File: src/rtl/dc_pkg.sv
package dc_pkg;

  typedef enum logic [1:0] {
    ST_IDLE  = 2'd0,
    ST_WRITE = 2'd1,
    ST_FILL  = 2'd2
  } dc_state_e;

  localparam int unsigned DC_TAG_W  = 2;
  localparam int unsigned DC_IDX_W  = 4;
  localparam int unsigned DC_OFF_W  = 2;
  localparam int unsigned DC_DATA_W = 32;

endpackage

File: src/rtl/dc_tag_store.sv
module dc_tag_store #(
  parameter int unsigned TAG_W = 2,
  parameter int unsigned IDX_W = 4
) (
  input  logic             clk,
  input  logic             rst_n,
  input  logic [IDX_W-1:0] lk_idx,
  input  logic [TAG_W-1:0] lk_tag,
  output logic             lk_hit,
  input  logic             set_en,
  input  logic [IDX_W-1:0] set_idx,
  input  logic [TAG_W-1:0] set_tag
);

  localparam int unsigned LINES = 1 << IDX_W;

  logic [LINES-1:0] valid_q;
  logic [LINES-1:0] valid_d;
  logic [TAG_W-1:0] tag_q [LINES];

  // next state of the valid vector
  always_comb begin
    valid_d = valid_q;
    if (set_en) begin
      valid_d[set_idx] = 1'b1;
    end
  end

  always_ff @(posedge clk or negedge rst_n) begin
    if (!rst_n) begin
      valid_q <= '0;
    end else begin
      valid_q <= valid_d;
    end
  end

  // one clock-enabled tag register per line, no reset needed
  for (genvar g = 0; g < LINES; g++) begin : g_tag
    logic tag_en;
    assign tag_en = set_en && (set_idx == IDX_W'(g));
    always_ff @(posedge clk) begin
      if (tag_en) begin
        tag_q[g] <= set_tag;
      end
    end
  end

  assign lk_hit = valid_q[lk_idx] && (tag_q[lk_idx] == lk_tag);

  AST_EMPTY_AFTER_RESET: assert property (@(posedge clk) disable iff (!rst_n)
    $rose(rst_n) |-> (valid_q == '0));

endmodule

File: src/rtl/dc_data_store.sv
module dc_data_store #(
  parameter int unsigned IDX_W  = 4,
  parameter int unsigned OFF_W  = 2,
  parameter int unsigned DATA_W = 32
) (
  input  logic              clk,
  input  logic              wr_en,
  input  logic [IDX_W-1:0]  wr_idx,
  input  logic [OFF_W-1:0]  wr_off,
  input  logic [DATA_W-1:0] wr_data,
  input  logic [IDX_W-1:0]  rd_idx,
  input  logic [OFF_W-1:0]  rd_off,
  output logic [DATA_W-1:0] rd_data
);

  localparam int unsigned SLOTS  = 1 << (IDX_W + OFF_W);
  localparam int unsigned SLOT_W = IDX_W + OFF_W;

  logic [DATA_W-1:0] word_q [SLOTS];
  logic [SLOT_W-1:0] wr_slot;
  logic [SLOT_W-1:0] rd_slot;

  assign wr_slot = {wr_idx, wr_off};
  assign rd_slot = {rd_idx, rd_off};

  // per-word clock enable, storage is not reset
  for (genvar s = 0; s < SLOTS; s++) begin : g_word
    logic word_en;
    assign word_en = wr_en && (wr_slot == SLOT_W'(s));
    always_ff @(posedge clk) begin
      if (word_en) begin
        word_q[s] <= wr_data;
      end
    end
  end

  assign rd_data = word_q[rd_slot];

endmodule

File: src/rtl/dc_ctrl.sv
module dc_ctrl
  import dc_pkg::*;
#(
  parameter int unsigned TAG_W  = 2,
  parameter int unsigned IDX_W  = 4,
  parameter int unsigned OFF_W  = 2,
  parameter int unsigned DATA_W = 32
) (
  input  logic                          clk,
  input  logic                          rst_n,
  input  logic [TAG_W+IDX_W+OFF_W-1:0]  cpu_addr,
  input  logic                          cpu_rd,
  input  logic                          cpu_wr,
  input  logic [DATA_W-1:0]             cpu_wdata,
  input  logic                          lk_hit,
  input  logic                          mem_ack,
  input  logic [DATA_W-1:0]             mem_rdata,
  output logic                          cpu_stall,
  output logic                          rd_fwd,
  output logic                          mem_req,
  output logic                          mem_we,
  output logic [TAG_W+IDX_W+OFF_W-1:0]  mem_addr,
  output logic [DATA_W-1:0]             mem_wdata,
  output logic                          line_set,
  output logic [IDX_W-1:0]              line_idx,
  output logic [TAG_W-1:0]              line_tag,
  output logic                          dw_en,
  output logic [IDX_W-1:0]              dw_idx,
  output logic [OFF_W-1:0]              dw_off,
  output logic [DATA_W-1:0]             dw_data
);

  localparam int unsigned ADDR_W = TAG_W + IDX_W + OFF_W;

  dc_state_e         st_q, st_d;
  logic [OFF_W-1:0]  cnt_q, cnt_d;
  logic [ADDR_W-1:0] addr_q;
  logic [DATA_W-1:0] wdata_q;
  logic              whit_q;
  logic              cap_en;

  logic [TAG_W-1:0]  tag_q;
  logic [IDX_W-1:0]  idx_q;
  logic [OFF_W-1:0]  off_q;
  logic [IDX_W-1:0]  cpu_idx;
  logic [OFF_W-1:0]  cpu_off;
  logic [OFF_W-1:0]  fill_off;
  logic              last_beat;

  assign tag_q     = addr_q[ADDR_W-1 -: TAG_W];
  assign idx_q     = addr_q[OFF_W +: IDX_W];
  assign off_q     = addr_q[OFF_W-1:0];
  assign cpu_idx   = cpu_addr[OFF_W +: IDX_W];
  assign cpu_off   = cpu_addr[OFF_W-1:0];
  // fill starts one past the requested word and wraps, requested word last
  assign fill_off  = off_q + OFF_W'(1) + cnt_q;
  assign last_beat = &cnt_q;

  // next-state and output decode
  always_comb begin
    st_d      = st_q;
    cnt_d     = cnt_q;
    cap_en    = 1'b0;
    cpu_stall = 1'b0;
    rd_fwd    = 1'b0;
    mem_req   = 1'b0;
    mem_we    = 1'b0;
    mem_addr  = addr_q;
    mem_wdata = wdata_q;
    line_set  = 1'b0;
    line_idx  = idx_q;
    line_tag  = tag_q;
    dw_en     = 1'b0;
    dw_idx    = idx_q;
    dw_off    = off_q;
    dw_data   = wdata_q;
    unique case (st_q)
      ST_IDLE: begin
        if (cpu_wr) begin
          // store goes out at once, independent of the tag compare
          cap_en    = 1'b1;
          cnt_d     = '0;
          mem_req   = 1'b1;
          mem_we    = 1'b1;
          mem_addr  = cpu_addr;
          mem_wdata = cpu_wdata;
          if (mem_ack && lk_hit) begin
            dw_en   = 1'b1;
            dw_idx  = cpu_idx;
            dw_off  = cpu_off;
            dw_data = cpu_wdata;
          end else if (mem_ack) begin
            cpu_stall = 1'b1;
            st_d      = ST_FILL;
          end else begin
            cpu_stall = 1'b1;
            st_d      = ST_WRITE;
          end
        end else if (cpu_rd && !lk_hit) begin
          cap_en    = 1'b1;
          cnt_d     = '0;
          cpu_stall = 1'b1;
          st_d      = ST_FILL;
        end
      end
      ST_WRITE: begin
        mem_req   = 1'b1;
        mem_we    = 1'b1;
        cpu_stall = 1'b1;
        if (mem_ack) begin
          if (whit_q) begin
            dw_en     = 1'b1;
            cpu_stall = 1'b0;
            st_d      = ST_IDLE;
          end else begin
            st_d      = ST_FILL;
          end
        end
      end
      ST_FILL: begin
        mem_req   = 1'b1;
        mem_addr  = {tag_q, idx_q, fill_off};
        cpu_stall = 1'b1;
        dw_off    = fill_off;
        dw_data   = mem_rdata;
        if (mem_ack) begin
          dw_en = 1'b1;
          cnt_d = cnt_q + OFF_W'(1);
          if (last_beat) begin
            line_set  = 1'b1;
            cpu_stall = 1'b0;
            rd_fwd    = 1'b1;
            st_d      = ST_IDLE;
          end
        end
      end
      default: begin
        st_d = ST_IDLE;
      end
    endcase
  end

  always_ff @(posedge clk or negedge rst_n) begin
    if (!rst_n) begin
      st_q  <= ST_IDLE;
      cnt_q <= '0;
    end else begin
      st_q  <= st_d;
      cnt_q <= cnt_d;
    end
  end

  // request capture, clock enabled, no reset
  always_ff @(posedge clk) begin
    if (cap_en) begin
      addr_q  <= cpu_addr;
      wdata_q <= cpu_wdata;
      whit_q  <= lk_hit;
    end
  end

  AST_REQ_HOLD: assert property (@(posedge clk) disable iff (!rst_n)
    (mem_req && !mem_ack) |=> (mem_req && $stable(mem_addr) && $stable(mem_we)
                               && (!mem_we || $stable(mem_wdata))));

  AST_STORE_LAUNCH: assert property (@(posedge clk) disable iff (!rst_n)
    (st_q == ST_IDLE && cpu_wr) |-> (mem_req && mem_we && mem_addr == cpu_addr
                                     && mem_wdata == cpu_wdata));

  AST_HIT_NO_STALL: assert property (@(posedge clk) disable iff (!rst_n)
    (st_q == ST_IDLE && cpu_rd && !cpu_wr && lk_hit) |-> (!cpu_stall && !mem_req));

  AST_FILL_STALLS: assert property (@(posedge clk) disable iff (!rst_n)
    (st_q == ST_FILL && !mem_ack) |-> cpu_stall);

  AST_CRITICAL_LAST: assert property (@(posedge clk) disable iff (!rst_n)
    (st_q == ST_FILL && mem_ack && last_beat) |-> (mem_addr == addr_q && !mem_we));

endmodule

File: src/rtl/wt_dcache.sv
module wt_dcache
  import dc_pkg::*;
#(
  parameter int unsigned TAG_W  = DC_TAG_W,
  parameter int unsigned IDX_W  = DC_IDX_W,
  parameter int unsigned OFF_W  = DC_OFF_W,
  parameter int unsigned DATA_W = DC_DATA_W
) (
  input  logic                         clk,
  input  logic                         rst_n,
  input  logic [TAG_W+IDX_W+OFF_W-1:0] cpu_addr,
  input  logic                         cpu_rd,
  input  logic                         cpu_wr,
  input  logic [DATA_W-1:0]            cpu_wdata,
  output logic [DATA_W-1:0]            cpu_rdata,
  output logic                         cpu_stall,
  output logic                         mem_req,
  output logic                         mem_we,
  output logic [TAG_W+IDX_W+OFF_W-1:0] mem_addr,
  output logic [DATA_W-1:0]            mem_wdata,
  input  logic [DATA_W-1:0]            mem_rdata,
  input  logic                         mem_ack
);

  localparam int unsigned ADDR_W = TAG_W + IDX_W + OFF_W;

  // reset: asserted asynchronously, released on a clock edge
  logic rst_meta_q;
  logic rst_sync_n;

  always_ff @(posedge clk or negedge rst_n) begin
    if (!rst_n) begin
      rst_meta_q <= 1'b0;
      rst_sync_n <= 1'b0;
    end else begin
      rst_meta_q <= 1'b1;
      rst_sync_n <= rst_meta_q;
    end
  end

  logic              lk_hit;
  logic              rd_fwd;
  logic              line_set;
  logic [IDX_W-1:0]  line_idx;
  logic [TAG_W-1:0]  line_tag;
  logic              dw_en;
  logic [IDX_W-1:0]  dw_idx;
  logic [OFF_W-1:0]  dw_off;
  logic [DATA_W-1:0] dw_data;
  logic [DATA_W-1:0] arr_rdata;

  dc_tag_store #(
    .TAG_W (TAG_W),
    .IDX_W (IDX_W)
  ) u_tags (
    .clk     (clk),
    .rst_n   (rst_sync_n),
    .lk_idx  (cpu_addr[OFF_W +: IDX_W]),
    .lk_tag  (cpu_addr[ADDR_W-1 -: TAG_W]),
    .lk_hit  (lk_hit),
    .set_en  (line_set),
    .set_idx (line_idx),
    .set_tag (line_tag)
  );

  dc_data_store #(
    .IDX_W  (IDX_W),
    .OFF_W  (OFF_W),
    .DATA_W (DATA_W)
  ) u_data (
    .clk     (clk),
    .wr_en   (dw_en),
    .wr_idx  (dw_idx),
    .wr_off  (dw_off),
    .wr_data (dw_data),
    .rd_idx  (cpu_addr[OFF_W +: IDX_W]),
    .rd_off  (cpu_addr[OFF_W-1:0]),
    .rd_data (arr_rdata)
  );

  dc_ctrl #(
    .TAG_W  (TAG_W),
    .IDX_W  (IDX_W),
    .OFF_W  (OFF_W),
    .DATA_W (DATA_W)
  ) u_ctrl (
    .clk       (clk),
    .rst_n     (rst_sync_n),
    .cpu_addr  (cpu_addr),
    .cpu_rd    (cpu_rd),
    .cpu_wr    (cpu_wr),
    .cpu_wdata (cpu_wdata),
    .lk_hit    (lk_hit),
    .mem_ack   (mem_ack),
    .mem_rdata (mem_rdata),
    .cpu_stall (cpu_stall),
    .rd_fwd    (rd_fwd),
    .mem_req   (mem_req),
    .mem_we    (mem_we),
    .mem_addr  (mem_addr),
    .mem_wdata (mem_wdata),
    .line_set  (line_set),
    .line_idx  (line_idx),
    .line_tag  (line_tag),
    .dw_en     (dw_en),
    .dw_idx    (dw_idx),
    .dw_off    (dw_off),
    .dw_data   (dw_data)
  );

  // the last fill beat carries the requested word: hand it over directly
  assign cpu_rdata = rd_fwd ? mem_rdata : arr_rdata;

  AST_FWD_IS_READ: assert property (@(posedge clk) disable iff (!rst_sync_n)
    rd_fwd |-> (mem_ack && !mem_we && !cpu_stall));

endmodule

File: config.mk
export PLATFORM = sky130hd
export DESIGN_NAME = wt_dcache
export DESIGN_NICKNAME = d
export VERILOG_FILES = /design/src/rtl/dc_pkg.sv /design/src/rtl/dc_tag_store.sv /design/src/rtl/dc_data_store.sv /design/src/rtl/dc_ctrl.sv /design/src/rtl/wt_dcache.sv
export SDC_FILE = /design/constraint.sdc
export NUM_CORES = 2
export LEC_CHECK = 0
export BUFFER_PORTS_ARGS = -buffer_cell sky130_fd_sc_hd__buf_4
export CELL_PAD_IN_SITES_DETAIL_PLACEMENT = 0
export CELL_PAD_IN_SITES_GLOBAL_PLACEMENT = 1
export CORE_MARGIN = 2
export CORE_UTILIZATION = 60
export CTS_CLUSTER_DIAMETER = 100
export DETAILED_ROUTE_END_ITERATION = 12
export PLACE_DENSITY_LB_ADDON = 0.12
export SLEW_MARGIN = 20
export SYNTH_ARGS = -nofsm -noshare
export SYNTH_HDL_FRONTEND = slang
export SYNTH_SLANG_ARGS = --single-unit
File: constraint.sdc
create_clock -name clk -period 13.16 [get_ports clk]
set_input_delay 1.974 -clock clk [delete_from_list [all_inputs] [get_ports clk]]
set_output_delay 1.974 -clock clk [all_outputs]
set_load 0.1 [all_outputs]
==> run summary <==
dpl hpwl -> 113 mm
crit path launch -> cpu_addr[0]
# resized after CTS -> 0
H-tree depth -> 4
most common cell type on the critical path -> mux4_2
sequential area share after synthesis -> 0.768
worst vdd ir -> 0.244 mV
Final setup viols -> 0
chip width -> 377 um
Num CTS Buffers -> 204
post-layout net count -> 3,898
final hold violation count -> 0
global route overflow -> 0
hold buffers post-CTS -> 0
post-synth cell types -> 50
post-route insts no fill -> 5,780
clk sink count -> 2,143
RD Place Congestion -> 0.845
Reg clk slew, reported paths -> 0.06 ns
CP arrival -> 6.29 ns
Hold WC Path Type -> flip-flop to flip-flop
Worst EP required -> 11.19 ns
DR iter-0 viols -> 5,733
R2R Path Start -> u_ctrl.st_q[0]$_DFFE_PN0P_
cell total after placement -> 5,403
met2 wire length -> 100 mm
RSZ-0062 raised after global routing -> false
met3 WL -> 24.9 mm
largest net degree at the start of global routing -> 157
critical path endpoint -> cpu_rdata[10]
Register-to-Register Path Depth -> 8
min cycle time layout -> 8.26 ns
Worst-Margin Slew -> 1.17 ns
asr flop ratio synth -> 0.0103
Vias/cell -> 6.95
layout cells sized above 1 -> 0.355
Buf+Inv Stages, Crit Path -> 4
Post-synth top flop -> edfxtp_1
worst clock skew -> 0.0342 ns
design area -> 94,600 um2
worst path cell trace -> buf_8, buf_12, buf_12, mux4_2, mux4_2, mux4_2, mux2_2, buf_4
#FFs+latches synth -> 2,143
CP peak stage delay -> 0.64 ns
critical path launch point type -> primary input
global-route wire length before repair -> 298 mm
Levels on crit path -> 8
CP Capture Type -> primary output
worst hold slack -> 0.357 ns
max-slew violation count -> 0
WL/cell -> 36.5 um
vias -> 40,159
clk_lat worst skew -> 0.82 ns
crit path max fanout -> 90
period utilization -> 0.628
Placed Area -> 87,900 um2
crit-path leading delay family -> buffers and inverters
leak pwr -> 30.1 nW
initial antenna violation count -> 8
Initial Util -> 0.607
area of the core region -> 138,000 um2
height of the die -> 377 um
Syn Std Cell Area -> 83,600 um2
drt first pass iters -> 5
num rows -> 136
Port Buffers -> 151
area delta synth->final -> 13.2%
max cap viols -> 0
Cell Pwr Density -> 207 nW/um2
total negative slack -> 0 ns
average cell area after synthesis -> 23.6 um2
Synthesized Nets -> 3,621
M1 WL -> 79.6 mm
Synth warnings -> 0
clock buffer depth -> 3
status -> finished, final reports clean
Total Routing Usage GR -> 0.303
number of synthesized flops with an enable pin -> 2,121
Slowest cell on crit path -> buf_12
Fillers -> 8,258
Top Layer Used -> met5
# DRC -> 0
root buf cell -> clkbuf_16
IO Pins -> 152
WL final -> 211 mm
vias in the first global route -> 40,305
FF-to-FF End -> u_data.word_q[19][17]$_DFFE_PP_
Achievable Freq -> 121 MHz
Post-CTS Setup Bufs -> 0
Max-Slew Margin vs Limit -> 0.222
flop2flop setup slack -> 7.54 ns
CTS tree -> yes
antenna-violating nets left -> 0
Synth Instances -> 3,538
critical path class -> primary input to primary output
total power -> 19.6 mW
Die ar. -> 142,000 um2
==> synth_stat cells (2+ instances only) <==
| cell type | count | area (um2) |
|---|---|---|
| buf_2 | 63 | 315 |
| nand2_1 | 110 | 413 |
| or2_2 | 22 | 138 |
| mux4_2 | 674 | 15200 |
| o21ai_0 | 40 | 200 |
| a22o_1 | 7 | 61.3 |
| a22oi_1 | 35 | 263 |
| o31ai_1 | 2 | 15.0 |
| nor2b_1 | 4 | 25.0 |
| buf_4 | 4 | 30.0 |
| o2bb2ai_1 | 4 | 35.0 |
| nand2b_1 | 9 | 56.3 |
| ha_1 | 6 | 75.1 |
| buf_1 | 15 | 56.3 |
| clkbuf_1 | 113 | 424 |
| buf_6 | 5 | 56.3 |
| dfrtp_1 | 22 | 551 |
| a31oi_1 | 4 | 25.0 |
| edfxtp_1 | 2121 | 63700 |
| nor2_1 | 46 | 173 |
| nor3_1 | 77 | 385 |
| inv_1 | 10 | 37.5 |
| and2_1 | 2 | 12.5 |
| mux2_2 | 35 | 394 |
| mux2i_1 | 68 | 681 |
| a21oi_1 | 7 | 35.0 |
| mux2_1 | 2 | 22.5 |
| nand4_1 | 2 | 12.5 |
| or3_1 | 7 | 43.8 |
| o211ai_1 | 2 | 15.0 |
==> per-layer routing <==
metal | GRT usage | vias to the layer above
met5 | 0 | -
li1 | - | 15740
met2 | 0.463 | 2467
met4 | 0.0926 | 2
met3 | 0.0885 | 316
met1 | 0.433 | 21634
==> stage by stage <==
stage          worst slack [ns]  utilization
2_1_floorplan              2.98            -
3_3_place_gp               4.84        0.637
3_5_place_dp               4.82        0.637
4_1_cts                    4.82        0.686
5_1_grt                    4.61        0.686
6_report                   4.90        0.686
==> layout by cell type, fill, tap and decap left out, types with 9 or more instances in the layout <==
master / count
nand2b_1: 9
clkbuf_16: 208
nor2_1: 44
nor3_2: 64
clkinv_1: 43
clkbuf_1: 34
bufinv_16: 27
buf_4: 261
inv_1: 9
nand2_1: 109
mux2_2: 35
edfxtp_1: 2121
or2_2: 22
a22oi_1: 35
o21ai_4: 32
clkinv_2: 46
dfrtp_1: 22
mux4_2: 674
mux2i_1: 64
nor3_1: 13
==> worst min-delay path by stage <==
stage / from / to / slack, ns / depth (start not counted)
after floorplan: rst_sync_n$_DFF_PN0_ / u_ctrl.cnt_q[0]$_DFFE_PN0P_ / 0.25 / 0
after global placement: rst_meta_q$_DFF_PN0_ / rst_sync_n$_DFF_PN0_ / 0.34 / 0
after detailed placement: rst_meta_q$_DFF_PN0_ / rst_sync_n$_DFF_PN0_ / 0.34 / 0
after CTS: rst_meta_q$_DFF_PN0_ / rst_sync_n$_DFF_PN0_ / 0.35 / 0
after global routing: rst_meta_q$_DFF_PN0_ / rst_sync_n$_DFF_PN0_ / 0.36 / 0
final: rst_meta_q$_DFF_PN0_ / rst_sync_n$_DFF_PN0_ / 0.36 / 0
==> power by group <==
part           internal, mW  switching, mW  leakage [nW]  total [mW]
registers              9.43         0.0925          19.4        9.52
logic                 0.773           3.36          7.42        4.13
clock network          3.42           2.49          3.31        5.91
==> flip-flops by register name (all words and copies together), names as in the netlist <==
register / cells
u_ctrl.cnt_q: 2
rst_sync_n: 1
u_ctrl.st_q: 2
u_ctrl.wdata_q: 32
u_tags.tag_q: 32
u_ctrl.addr_q: 8
u_tags.valid_q: 16
rst_meta_q: 1
u_ctrl.whit_q: 1
u_data.word_q: 2048
==> cell families after synthesis <==
logic type,Yosys count,synth area share
fa+ha+maj,6,0.000898
mux,780,0.195
simple gates,283,0.0154
xor+xnor,2,0.000210
other cells,1,0.0000449
flops,2143,0.768
buf+inv,213,0.0113
compound gates,110,0.00883
==> cell type report <==
type	instances	area [um2]	share of cell area
sequential	2143	64200	0.679
multi-input combinational	1182	19200	0.202
clock buffer	242	5330	0.0564
tap	1794	2240	0.0237
timing repair buffer	273	2180	0.0230
clock inverter	133	1410	0.0149
inverter	11	42.5	0.000450
antenna	2	5.00	0.0000529
No activity file was read; power rests on OpenSTA's default activity.
